### src/rtl/regbus_serial_target_pkg.sv
package regbus_serial_target_pkg;
    localparam int REG_AW   = 3;
    localparam int WORD_W   = 16;
    localparam int BYTE_W   = 8;
    localparam int STRAP_W  = 3;
    localparam logic [3:0] ADDR_PREAMBLE = 4'b0011;

    typedef enum logic [2:0] {
        ST_IDLE,
        ST_ADDR,
        ST_ACK,
        ST_RX,
        ST_TX,
        ST_TXACK,
        ST_WAITSTOP
    } tgt_state_t;
endpackage

### src/rtl/line_deglitch.sv
module line_deglitch #(
    parameter int FILT_CYC = 6
) (
    input  logic clk,
    input  logic rst_n,
    input  logic raw_i,
    output logic clean_o
);
    localparam int CW = $clog2(FILT_CYC + 1);

    logic [1:0]    sync_q;
    logic [CW-1:0] run_q;

    always_ff @(posedge clk or negedge rst_n) begin
        if (!rst_n) begin
            sync_q  <= 2'b11;
            run_q   <= '0;
            clean_o <= 1'b1;
        end else begin
            sync_q <= {sync_q[0], raw_i};
            if (sync_q[1] == clean_o) begin
                run_q <= '0;
            end else if (run_q == CW'(FILT_CYC - 1)) begin
                run_q   <= '0;
                clean_o <= sync_q[1];
            end else begin
                run_q <= run_q + 1'b1;
            end
        end
    end
endmodule

### src/rtl/bus_cond_detect.sv
module bus_cond_detect (
    input  logic clk,
    input  logic rst_n,
    input  logic scl_c,
    input  logic sda_c,
    output logic scl_rise,
    output logic scl_fall,
    output logic cond_start,
    output logic cond_stop
);
    logic scl_q, sda_q;

    always_ff @(posedge clk or negedge rst_n) begin
        if (!rst_n) begin
            scl_q <= 1'b1;
            sda_q <= 1'b1;
        end else begin
            scl_q <= scl_c;
            sda_q <= sda_c;
        end
    end

    always_comb begin
        scl_rise   = scl_c & ~scl_q;
        scl_fall   = ~scl_c & scl_q;
        cond_start = scl_c & scl_q & sda_q & ~sda_c;
        cond_stop  = scl_c & scl_q & ~sda_q & sda_c;
    end
endmodule

### src/rtl/scl_low_watch.sv
module scl_low_watch #(
    parameter int TOUT_CYC = 2_500_000
) (
    input  logic clk,
    input  logic rst_n,
    input  logic busy,
    input  logic scl_c,
    output logic tout_hit
);
    localparam int TW = $clog2(TOUT_CYC + 1);

    logic [TW-1:0] low_cnt_q;

    always_ff @(posedge clk or negedge rst_n) begin
        if (!rst_n) begin
            low_cnt_q <= '0;
        end else if (!busy || scl_c || tout_hit) begin
            low_cnt_q <= '0;
        end else begin
            low_cnt_q <= low_cnt_q + 1'b1;
        end
    end

    assign tout_hit = busy && !scl_c && (low_cnt_q == TW'(TOUT_CYC - 1));
endmodule

### src/rtl/tgt_xfer_fsm.sv
module tgt_xfer_fsm
    import regbus_serial_target_pkg::*;
(
    input  logic                clk,
    input  logic                rst_n,
    input  logic                scl_rise,
    input  logic                scl_fall,
    input  logic                sda_bit,
    input  logic                cond_start,
    input  logic                cond_stop,
    input  logic                tout,
    input  logic [STRAP_W-1:0]  strap,
    input  logic [WORD_W-1:0]   rdata,
    output logic                sda_oe,
    output logic [REG_AW-1:0]   ptr,
    output logic [WORD_W-1:0]   wdata,
    output logic                we,
    output logic                busy
);
    localparam int BC_W = $clog2(BYTE_W);

    tgt_state_t        state_q, state_d;
    logic [BC_W-1:0]   bitcnt_q;
    logic              got_byte_q;
    logic [BYTE_W-1:0] rx_sh_q;
    logic [BYTE_W-1:0] tx_sh_q;
    logic [WORD_W-1:0] tx_word_q;
    logic              tx_lsb_q;
    logic              host_ack_q;
    logic              ack_tx_q;
    logic [1:0]        wr_idx_q;
    logic              wr_full_q;
    logic              addr_hit;

    assign addr_hit = (rx_sh_q[BYTE_W-1:1] == {ADDR_PREAMBLE, strap});

    // next-state logic
    always_comb begin
        state_d = state_q;
        if (tout || cond_stop) begin
            state_d = ST_IDLE;
        end else if (cond_start) begin
            state_d = ST_ADDR;
        end else begin
            unique case (state_q)
                ST_IDLE:     state_d = ST_IDLE;
                ST_ADDR:     if (scl_fall && got_byte_q)
                                 state_d = addr_hit ? ST_ACK : ST_WAITSTOP;
                ST_ACK:      if (scl_fall)
                                 state_d = ack_tx_q ? ST_TX : ST_RX;
                ST_RX:       if (scl_fall && got_byte_q)
                                 state_d = (wr_idx_q == 2'd3) ? ST_WAITSTOP : ST_ACK;
                ST_TX:       if (scl_fall && got_byte_q)
                                 state_d = ST_TXACK;
                ST_TXACK:    if (scl_fall)
                                 state_d = host_ack_q ? ST_TX : ST_WAITSTOP;
                ST_WAITSTOP: state_d = ST_WAITSTOP;
                default:     state_d = ST_IDLE;
            endcase
        end
    end

    // state register
    always_ff @(posedge clk or negedge rst_n) begin
        if (!rst_n) state_q <= ST_IDLE;
        else        state_q <= state_d;
    end

    // datapath registers
    always_ff @(posedge clk or negedge rst_n) begin
        if (!rst_n) begin
            bitcnt_q   <= '0;
            got_byte_q <= 1'b0;
            rx_sh_q    <= '0;
            tx_sh_q    <= '0;
            tx_word_q  <= '0;
            tx_lsb_q   <= 1'b0;
            host_ack_q <= 1'b0;
            ack_tx_q   <= 1'b0;
            wr_idx_q   <= '0;
            wr_full_q  <= 1'b0;
            wdata      <= '0;
            ptr        <= '0;
            we         <= 1'b0;
        end else begin
            we <= 1'b0;
            if (tout) begin
                bitcnt_q   <= '0;
                got_byte_q <= 1'b0;
                wr_idx_q   <= '0;
                wr_full_q  <= 1'b0;
            end else if (cond_stop) begin
                we         <= wr_full_q;
                got_byte_q <= 1'b0;
                wr_idx_q   <= '0;
                wr_full_q  <= 1'b0;
            end else if (cond_start) begin
                bitcnt_q   <= '0;
                got_byte_q <= 1'b0;
                wr_idx_q   <= '0;
                wr_full_q  <= 1'b0;
            end else begin
                if (scl_rise && (state_q == ST_ADDR || state_q == ST_RX || state_q == ST_TX)) begin
                    rx_sh_q  <= {rx_sh_q[BYTE_W-2:0], sda_bit};
                    bitcnt_q <= bitcnt_q + 1'b1;
                    if (bitcnt_q == BC_W'(BYTE_W - 1)) got_byte_q <= 1'b1;
                end
                if (scl_rise && state_q == ST_TXACK) host_ack_q <= ~sda_bit;
                if (scl_fall) begin
                    got_byte_q <= 1'b0;
                    unique case (state_q)
                        ST_ADDR: if (got_byte_q && addr_hit) begin
                            ack_tx_q  <= rx_sh_q[0];
                            tx_word_q <= rdata;
                            tx_sh_q   <= rdata[WORD_W-1:BYTE_W];
                            tx_lsb_q  <= 1'b0;
                        end
                        ST_RX: if (got_byte_q) begin
                            unique case (wr_idx_q)
                                2'd0: ptr <= rx_sh_q[REG_AW-1:0];
                                2'd1: wdata[WORD_W-1:BYTE_W] <= rx_sh_q;
                                2'd2: begin
                                    wdata[BYTE_W-1:0] <= rx_sh_q;
                                    wr_full_q         <= 1'b1;
                                end
                                default: ;
                            endcase
                            if (wr_idx_q != 2'd3) wr_idx_q <= wr_idx_q + 1'b1;
                        end
                        ST_TX: if (!got_byte_q) tx_sh_q <= {tx_sh_q[BYTE_W-2:0], 1'b0};
                        ST_TXACK: if (host_ack_q) begin
                            tx_lsb_q <= ~tx_lsb_q;
                            tx_sh_q  <= tx_lsb_q ? tx_word_q[WORD_W-1:BYTE_W]
                                                 : tx_word_q[BYTE_W-1:0];
                        end
                        default: ;
                    endcase
                end
            end
        end
    end

    // outputs
    always_comb begin
        sda_oe = (state_q == ST_ACK) || (state_q == ST_TX && !tx_sh_q[BYTE_W-1]);
        busy   = (state_q != ST_IDLE);
    end
endmodule

### src/rtl/regbus_serial_target.sv
module regbus_serial_target
    import regbus_serial_target_pkg::*;
#(
    parameter int FILT_CYC = 6,
    parameter int TOUT_CYC = 2_500_000
) (
    input  logic                clk,
    input  logic                rst_n,
    input  logic                scl_i,
    input  logic                sda_i,
    input  logic [STRAP_W-1:0]  strap_i,
    output logic                sda_oe_o,
    output logic [REG_AW-1:0]   reg_addr_o,
    output logic [WORD_W-1:0]   reg_wdata_o,
    output logic                reg_we_o,
    input  logic [WORD_W-1:0]   reg_rdata_i
);
    localparam int NLINES = 2;

    logic [NLINES-1:0] raw_lines;
    logic [NLINES-1:0] clean_lines;
    logic scl_clean, sda_clean;
    logic scl_rise, scl_fall, cond_start, cond_stop;
    logic tout_hit, busy;

    assign raw_lines = {scl_i, sda_i};

    for (genvar g = 0; g < NLINES; g++) begin : g_filt
        line_deglitch #(.FILT_CYC(FILT_CYC)) u_flt (
            .clk     (clk),
            .rst_n   (rst_n),
            .raw_i   (raw_lines[g]),
            .clean_o (clean_lines[g])
        );
    end

    assign scl_clean = clean_lines[1];
    assign sda_clean = clean_lines[0];

    bus_cond_detect u_cond (
        .clk        (clk),
        .rst_n      (rst_n),
        .scl_c      (scl_clean),
        .sda_c      (sda_clean),
        .scl_rise   (scl_rise),
        .scl_fall   (scl_fall),
        .cond_start (cond_start),
        .cond_stop  (cond_stop)
    );

    scl_low_watch #(.TOUT_CYC(TOUT_CYC)) u_watch (
        .clk      (clk),
        .rst_n    (rst_n),
        .busy     (busy),
        .scl_c    (scl_clean),
        .tout_hit (tout_hit)
    );

    tgt_xfer_fsm u_fsm (
        .clk        (clk),
        .rst_n      (rst_n),
        .scl_rise   (scl_rise),
        .scl_fall   (scl_fall),
        .sda_bit    (sda_clean),
        .cond_start (cond_start),
        .cond_stop  (cond_stop),
        .tout       (tout_hit),
        .strap      (strap_i),
        .rdata      (reg_rdata_i),
        .sda_oe     (sda_oe_o),
        .ptr        (reg_addr_o),
        .wdata      (reg_wdata_o),
        .we         (reg_we_o),
        .busy       (busy)
    );
endmodule

### config.mk
export PLATFORM = sky130hd
export DESIGN_NAME = regbus_serial_target
export DESIGN_NICKNAME = d
export VERILOG_FILES = /design/src/rtl/regbus_serial_target_pkg.sv /design/src/rtl/line_deglitch.sv /design/src/rtl/bus_cond_detect.sv /design/src/rtl/scl_low_watch.sv /design/src/rtl/tgt_xfer_fsm.sv /design/src/rtl/regbus_serial_target.sv
export SDC_FILE = /design/constraint.sdc
export NUM_CORES = 1
export LEC_CHECK = 0
export ABC_AREA = 1
export BUFFER_PORTS_ARGS = -buffer_cell sky130_fd_sc_hd__buf_4
export CORE_MARGIN = 4
export CORE_UTILIZATION = 40
export CTS_CLUSTER_SIZE = 8
export DETAILED_ROUTE_END_ITERATION = 8
export PLACE_DENSITY_LB_ADDON = 0.3
export SYNTH_ARGS = -nofsm -noshare
export SYNTH_HDL_FRONTEND = slang
export SYNTH_SLANG_ARGS = --single-unit
### constraint.sdc
create_clock -name clk -period 2.1 [get_ports clk]
set_input_delay 0.21 -clock clk [delete_from_list [all_inputs] [get_ports clk]]
set_output_delay 0.21 -clock clk [all_outputs]
set_load 0.02 [all_outputs]
---- Yosys cells after proc, flatten, opt, wreduce, memory -nomap -nowiden ----
Index checks and enable logic that the tools add are counted.
Widths: inputs -> output; s select.
word-level totals
  bits in registers ....................... 101
  output and inout port bits .............. 21
operators by class
  $add $sub $neg .......................... 5
  equality and inequality tests ........... 26
  multiplexer cells ....................... 51
  bitwise logic cells ..................... 17
  reductions and logical operators ........ 43
operators by type and width
  cell                   count
  $mux 3                 18
  $mux 8                 4
  $reduce_and 7->1       4
  $pmux 8 s3             1
  $add 22x1->22 const B  1
  $eq 22x22->1 const B   1
  $mux 22                1
  $ne 4x2->1 const B     5
  $reduce_bool 4->1      5
  $eq 3x3->1 const B     6
  $pmux 3 s6             1
  $mux 1                 17
  $mux 2                 8
  $reduce_and 4->1       4
  $not 1->1              10
  $reduce_bool 5->1      2
  $add 3x1->3 const B    3
  $reduce_bool 3->1      3
  $ne 2x2->1 const B     4
  $reduce_and 2->1       4
  $reduce_and 8->1       1
  $and 1x1->1            7
  $eq 7x5->1             1
  $logic_and 1x1->1      7
  14 further kinds       24

---- Depth between registers and ports, before layout ----
Gate-level depths: netlist of run 1.
  depth in word-level cells ............... 9
  depth in mapped cells ................... 12
  gate-level depth less buffers ........... 11

---- Hierarchy ----
From an unflattened synthesis of run 1, not the netlist that was laid out.
second synthesis, totals
  cell total of the unflattened synthesis .. 640
  area, all modules ....................... 5211.2 um^2
by module, submodules not included
  module                           times used  cells each  area each (um^2)  sequential area each (um^2)
  tgt_xfer_fsm                     1           390         3300.7            1626.6
  scl_low_watch                    1           185         1340.0            550.5
  line_deglitch (g_filt[1].u_flt)  1           27          242.7             153.9
  line_deglitch (g_filt[0].u_flt)  1           25          234.0             153.9
  bus_cond_detect                  1           13          93.8              52.6

---- Least setup slack after synthesis of run 1 ----
Ideal clock, no wire load.
  kind .................................... register to register
  start point ............................. register u_watch.low_cnt_q[0]
  end point ............................... register u_fsm.tx_word_q[10]
  library setup time ...................... 0.116 ns
  data arrival time ....................... 1.540 ns
  data required time ...................... 1.984 ns
  slack ................................... 0.444 ns
  cell stages (with the launch flop) ...... 12
  clock period less this slack ............ 1.656 ns
  cell sequence ........................... dfrtp_1 -> ha_1 -> nand2_2 -> nor2_4 -> nand2_1 -> nor2_4 -> nand3_4 -> nand2_4 -> inv_6 -> clkbuf_8 -> nand3_1 -> nand2_1
on the way
  word-level cells in the longest chain between the ends .. 4
RTL lines
  element                            RTL line             text
  from (decl)                        scl_low_watch.sv:12  logic [TW-1:0] low_cnt_q;
  from (signal assigned)             scl_low_watch.sv:20  low_cnt_q <= low_cnt_q + 1'b1;
  $eq 22x22->1                       scl_low_watch.sv:24  assign tout_hit = busy && !scl_c && (low_cnt_q == TW'(TOUT_CYC - 1));
  $logic_and 1x1->1                  scl_low_watch.sv:24
  $not 1->1 (no source line)         --
  $reduce_and 6->1 (no source line)  --
  to (signal assigned)               tgt_xfer_fsm.sv:114  tx_word_q <= rdata;
  to (decl)                          tgt_xfer_fsm.sv:27   logic [WORD_W-1:0] tx_word_q;
No other way between the ends.
A chain may end at the register's enable or synchronous reset.

---- Worst setup path after layout of run 1 ----
  start point ............................. register u_watch.low_cnt_q[0]
  end point ............................... register u_fsm.tx_word_q[7]
The elaborated chain is that of the path after synthesis.

==> impl_metrics.ini, run 1 <==
[logic_synthesis]
async_flop_share_pct = 100.0
synth_edf_count = 0
ys_types = 40
synth_ff_type = dfrtp_1
ys_warn_count = 0
ys_seq_area_share_pct = 50.12
postSynthCellCount = 609
yosys-top-cells-area = dfrtp_1 46%, nand2_1 13%, nand3_1 5.2%
avgSynthCellArea_um2 = 8.313
yosys.area.top_type = dfrtp_1
synthesis.area_um2 = 5062
synth_fp_nets = 639
netlist.area_leader.share_pct = 45.97
ys_ff_latch = 101

[finish]
antenna_cells = 0
area_growth_pct = 16.11
final_nets = 689
drive_gt1_share_pct = 15.36
utilization_pct = 48.14

[sta]
drv_slew = 0
setup-tns-final_ns = 0
hold_violations = 0
setup_violations = 0
fmax_mhz = 538.0
rsz0062_at_grt = no
slew-limit-headroom_pct = 58.40
skew_ns = 0.007317
worst_pin_slew_ns = 0.6240
fin_crit_sh_pct = 88.51
post-route-min-period_ns = 1.859

[drt]
drt-initial-drc-count = 251
detail_route.wl_per_cell_um = 12.66
first_pass_iters = 5
postRouteAntennaNets = 0
route.detailed.drc = 0
num_vias = 4027
totalWireLength_um = 10530
viasPerCell = 4.840

[grt]
grt.overflow.total = 0
grt.total_usage_pct = 15.71
antenna_found_initial = 0
grt_pass1_wl_um = 18570
grt_pass1_vias = 4048
grt_max_degree = 49

[power]
power_density_nw_per_um2 = 998.7
ir_drop_v = 0.0006457
p_leak_uw = 0.002858

[worst_setup_path]
cp.required_ns = 2.38
startpoint_type = flip-flop
crit_type = flip-flop to flip-flop
path_max_fanout = 18
cp-end-kind = flip-flop
crit_arrival_ns = 2.14

[min_path]
hp-class = input port to flip-flop

[placed_design]
hpwl_um = 7767
gp_congestion = 0.8836
portBuffers = 43

[floorplanning]
ios = 44
dieHeight_um = 120.5
die_w_um = 120.5
core_area_um2 = 12210
die_area_um2 = 14520
rows = 40
start_util_pct = 41.45

[clock_tree]
tritoncts = done
cts_resized = 0
htree_levels = 3
clockBufferDepth = 2
clkSlewWorstSetupHoldPaths_ns = 0.07
cts_buffers = 9
root_buffer = clkbuf_16
clock_latency_ns = 0.35
clkSinkCount = 101

[flow_run]
maxCapViolCount = 0

[status]
status = finished, final reports clean
==> metal layers <==
layer / up-vias / track usage, % / wire length [µm]
met5: - / 0 / 0
met4: 0 / 4.603 / 163
met3: 15 / 4.818 / 521
met2: 88 / 25.78 / 5050
met1: 1887 / 20.05 / 4799
li1: 2037 / - / -
==> layout by cell type (no fill, tap or decap), drive strengths merged <==
cell / netlist / routed
o31ai: 1 / 1
nand3b: 1 / 1
dfrtp: 93 / 93
nor3: 14 / 14
nor3b: 5 / 5
a21oi: 8 / 8
nor2: 74 / 74
xor2: 14 / 14
o21ai: 46 / 46
mux2: 6 / 6
a31oi: 3 / 3
nand4: 3 / 3
nand2: 183 / 183
buf: 10 / 49
clkinv: 0 / 1
dlygate4sd3: 0 / 3
inv: 66 / 67
xnor2: 2 / 2
mux2i: 3 / 3
nand3: 56 / 56
clkbuf: 3 / 12
clkinvlp: 0 / 1
ha: 7 / 7
bufinv: 0 / 1
a211oi: 3 / 3
dfstp: 8 / 8
==> report_power, final <==
part | internal, µW | total, µW | switching (µW)
logic | 563 | 1650 | 1090
clock network | 968 | 1680 | 715
registers | 2260 | 2530 | 278
total | 3790 | 5870 | 2080
==> path summary, 6_finish.rpt <==
check                                                from                         to  slack [ns]  cells after the start
worst max-delay path                 u_watch.low_cnt_q[0]         u_fsm.tx_word_q[7]        0.24                     11
worst min-delay path                       reg_rdata_i[1]         u_fsm.tx_word_q[1]        0.09                      3
worst max register to register       u_watch.low_cnt_q[0]         u_fsm.tx_word_q[7]        0.24                     11
worst min register to register  g_filt[1].u_flt.sync_q[0]  g_filt[1].u_flt.sync_q[1]        0.36                      0
max in group asynchronous                           rst_n           u_fsm.tx_sh_q[7]        1.02                      3
min in group asynchronous                           rst_n   g_filt[1].u_flt.run_q[1]        0.43                      2
==> worst max-delay path, cell delays in order, from the launching register on <==
cell,delay [ns]
dfrtp_1,0.41
ha_1,0.25
nand2_2,0.09
nor2_4,0.15
nand2_1,0.11
nor2_4,0.12
nand3_4,0.10
nand2_4,0.18
inv_6,0.11
nand2_8,0.13
nand2_1,0.07
nand2_1,0.06
==> final cells by class <==
type / count / area, µm²
Multi-Input combinational cell: 429 / 2163
Sequential cell: 101 / 2537
Timing Repair Buffer: 52 / 410.4
Tap cell: 168 / 210.2
Clock inverter: 4 / 57.56
Clock buffer: 12 / 246.5
Fill cell: 1195 / 6334
Inverter: 66 / 252.7
==> registers in the layout, indices dropped and copies added, names as in the netlist, 2 cells and up <==
signal	cells
g_filt.u_flt.run_q	6
u_fsm.tx_word_q	16
u_watch.low_cnt_q	22
u_fsm.ptr	3
u_fsm.rx_sh_q	8
u_fsm.tx_sh_q	8
u_fsm.wdata	16
g_filt.u_flt.sync_q	4
u_fsm.bitcnt_q	3
u_fsm.state_q	3
g_filt.u_flt.clean_o	2
u_fsm.wr_idx_q	2
==> kinds of logic after synthesis <==
family / after synthesis / synth area share [%]
buffers and inverters: 79 / 7.143
XOR/XNOR: 16 / 2.768
AO/OA/AOI/OAI: 61 / 6.599
multiplexers: 9 / 1.928
adder cells (fa/ha/maj): 7 / 1.730
flip-flops: 101 / 50.12
AND/OR/NAND/NOR: 336 / 29.71
==> synth_stat cells, types with 5 or more instances <==
| master | number |
|---|---|
| inv_2 | 5 |
| buf_2 | 5 |
| nor3b_1 | 5 |
| dfstp_2 | 8 |
| ha_1 | 7 |
| inv_1 | 60 |
| nand2_2 | 6 |
| nand2_1 | 175 |
| nand3_1 | 53 |
| o21ai_0 | 42 |
| nor2_1 | 68 |
| mux2_2 | 6 |
| a21oi_1 | 8 |
| dfrtp_1 | 93 |
| nor3_1 | 14 |
| xor2_1 | 14 |
==> repair_timing <==
| item | in CTS | in global routing |
|---|---|---|
| buffers inserted | 0 | 0 |
| hold buffers | 3 | 0 |
| hold endpoints to repair | 40 | 0 |
==> through the flow <==
step / power [µW] / setup slack [ns] / hold WS (ns) / instances / instance area, µm²
6_report: 5871 / 0.2412 / 0.09069 / 832 / 5878
3_3_place_gp: 4178 / 0.3129 / 0.2667 / 813 / 5544
5_1_grt: 6319 / 0.05483 / 0.08310 / 832 / 5878
2_1_floorplan: 3787 / 0.4436 / -0.08559 / 609 / 5062
4_1_cts: 5961 / 0.2107 / 0.07753 / 832 / 5878
3_5_place_dp: 4234 / 0.2327 / 0.2811 / 813 / 5544
Power figures use the tool's default switching activity.
==> inputs of run 2 (changes only) <==
--- a/config.mk
+++ b/config.mk
@@ -6,7 +6,7 @@
 export NUM_CORES = 1
 export LEC_CHECK = 0
 export ABC_AREA = 1
-export BUFFER_PORTS_ARGS = -buffer_cell sky130_fd_sc_hd__buf_4
+export BUFFER_PORTS_ARGS = -buffer_cell sky130_fd_sc_hd__buf_2
 export CORE_MARGIN = 4
 export CORE_UTILIZATION = 40
 export CTS_CLUSTER_SIZE = 8
==> run 2 against run 1 <==
  * Clock skew grew 0.0018 ns
  * First-iteration DRC count grew 28%
  * Routed wire length grew 1.8%
  * Utilization shrank 0.82 points
  * Cell area shrank 1.7%
  * Sequential share of layout area grew 0.75 points
  * Critical endpoint is now u_fsm.tx_word_q[15]
  * Largest cell class unchanged
  * Largest power group unchanged
==> impl_metrics.ini, run 2 (same netlist as run 1, synthesis figures left out) <==
[min_path]
hold_path_end = u_fsm.tx_word_q[4]
hold_path_depth = 3
min_from = reg_rdata_i[4]
hp-class = input port to flip-flop

[clock_tree]
root_buffer = clkbuf_16
cts_resized = 0
clkSinkCount = 101
clockBufferDepth = 2
tritoncts = done
clock_latency_ns = 0.35
htree_levels = 3
cts_buffers = 9
clkSlewWorstSetupHoldPaths_ns = 0.07
cts_setup_buffers = 0

[power]
comb_power_share_pct = 27.6
p_clk_share_pct = 29.8
power_density_nw_per_um2 = 1033
p_leak_uw = 0.002839
seqPwrFrac_pct = 42.6
p_sw_uw = 2120
switching_share_pct = 35.52
p_total_uw = 5970
p_int_uw = 3850
ir_drop_v = 0.0004367

[sta]
fin_crit_sh_pct = 90.22
worst_pin_slew_ns = 0.5394
drv_slew = 0
rsz0062_at_grt = no
hold_violations = 0
skew_ns = 0.009132
post-route-min-period_ns = 1.895
fmax_mhz = 527.8
setup_violations = 0
final.setup.worst_slack_ns = 0.2054
setup-tns-final_ns = 0
slew-limit-headroom_pct = 64.04

[grt]
grt.total_usage_pct = 15.75
grt_pass1_wl_um = 18490
antenna_found_initial = 0
grt_pass1_vias = 4031
grt_max_degree = 102
grt.overflow.total = 0

[finish]
final_common_cell = nand2_1
drive_gt1_share_pct = 15.23
final_nets = 688
seqCellArea_um2 = 2537
top_register = u_watch.low_cnt_q
multiInputGateArea_um2 = 2163
antenna_cells = 0
largest_register_ffs = 22
fillers = 1195
mostFrequentLayoutCells = 175 x nand2_1, 93 x dfrtp_1, 68 x nor2_1, 60 x inv_1, 53 x nand3_1
area_growth_pct = 14.14
reg_top3 = u_watch.low_cnt_q x22, u_fsm.tx_word_q x16, u_fsm.wdata x16

[placed_design]
portBuffers = 43
preCtsSetupSlack_ns = 0.2009
gp_congestion = 0.8793
hpwl_um = 7769

[drt]
postRouteAntennaNets = 0
num_vias = 4088
first_pass_iters = 7
drt-initial-drc-count = 321
totalWireLength_um = 10720
detail_route.wl_per_cell_um = 12.90
viasPerCell = 4.919
route.detailed.drc = 0

[worst_setup_path]
startpoint_type = flip-flop
cp.required_ns = 2.39
crit_arrival_ns = 2.18
r2r-start = u_watch.low_cnt_q[0]
r2r-end = u_fsm.tx_word_q[15]
reg2regPathDepth = 11
cp-end-kind = flip-flop
crit_type = flip-flop to flip-flop
rrSetupSlack_ns = 0.21
path_max_fanout = 18

[floorplanning]
ios = 44
rows = 40
die_area_um2 = 14520
core_area_um2 = 12210
dieHeight_um = 120.5
start_util_pct = 41.45
die_w_um = 120.5

[status]
status = finished, final reports clean

[flow_run]
maxCapViolCount = 0
-- run 2: cell type report --
| type | count | share of cell area (%) |
|---|---|---|
| sequential | 101 | 43.92 |
| clock inverter | 5 | 1.451 |
| timing repair buffer | 51 | 5.154 |
| clock buffer | 11 | 4.028 |
| multi-input combinational | 429 | 37.44 |
| inverter | 66 | 4.374 |
| tap | 168 | 3.638 |
-- run 2: metal layers --
layer	vias to the layer above	global-route usage [%]	part of all wire (%)
met5	-	0	0
met4	0	7.082	2.2
met3	18	2.713	4.2
met2	93	25.67	49
met1	1946	20.57	45
li1	2031	-	-
-- run 2: worst max-delay path by stage --
stage / start / end / depth (start not counted)
6_report: u_watch.low_cnt_q[0] / u_fsm.tx_word_q[15] / 11
4_1_cts: u_watch.low_cnt_q[0] / u_fsm.tx_word_q[6] / 11
3_5_place_dp: u_watch.low_cnt_q[0] / u_fsm.tx_word_q[15] / 11
5_1_grt: u_watch.low_cnt_q[0] / u_fsm.tx_word_q[3] / 11
3_3_place_gp: u_fsm.state_q[1] / u_fsm.tx_sh_q[2] / 10
2_1_floorplan: u_watch.low_cnt_q[0] / u_fsm.tx_word_q[10] / 11
-- run 2: metrics by stage --
step	util [%]	hold slack (ns)	cell area (µm²)	instances
2_1_floorplan	-	-0.08559	5062	609
4_1_cts	47.32	0.07604	5778	831
3_3_place_gp	44.48	0.3123	5431	812
3_5_place_dp	44.48	0.3163	5431	812
5_1_grt	47.32	0.08761	5778	831
6_report	47.32	0.08207	5778	831
-- run 2: what timing repair did --
action | in CTS | in global routing
endpoints found under the setup margin | 0 | 0
hold buffers | 3 | 0
hold endpoints to repair | 95 | 0
-- run 2: critical path, stage by stage, from the launching register on --
cell,delay [ns]
dfrtp_1,0.41
ha_1,0.25
nand2_2,0.09
nor2_4,0.17
nand2_1,0.13
nor2_4,0.13
nand3_4,0.11
nand2_4,0.18
inv_6,0.11
nand2_8,0.13
nand2_1,0.07
nand2_1,0.06
-- run 2: power by group through the flow --
stage	combinational [µW]	sequential (µW)	clock, µW
after global routing	1890	2580	1920
after floorplan	1320	2460	0
after detailed placement	1650	2570	0
final	1650	2540	1780
after CTS	1670	2540	1820
after global placement	1600	2560	0
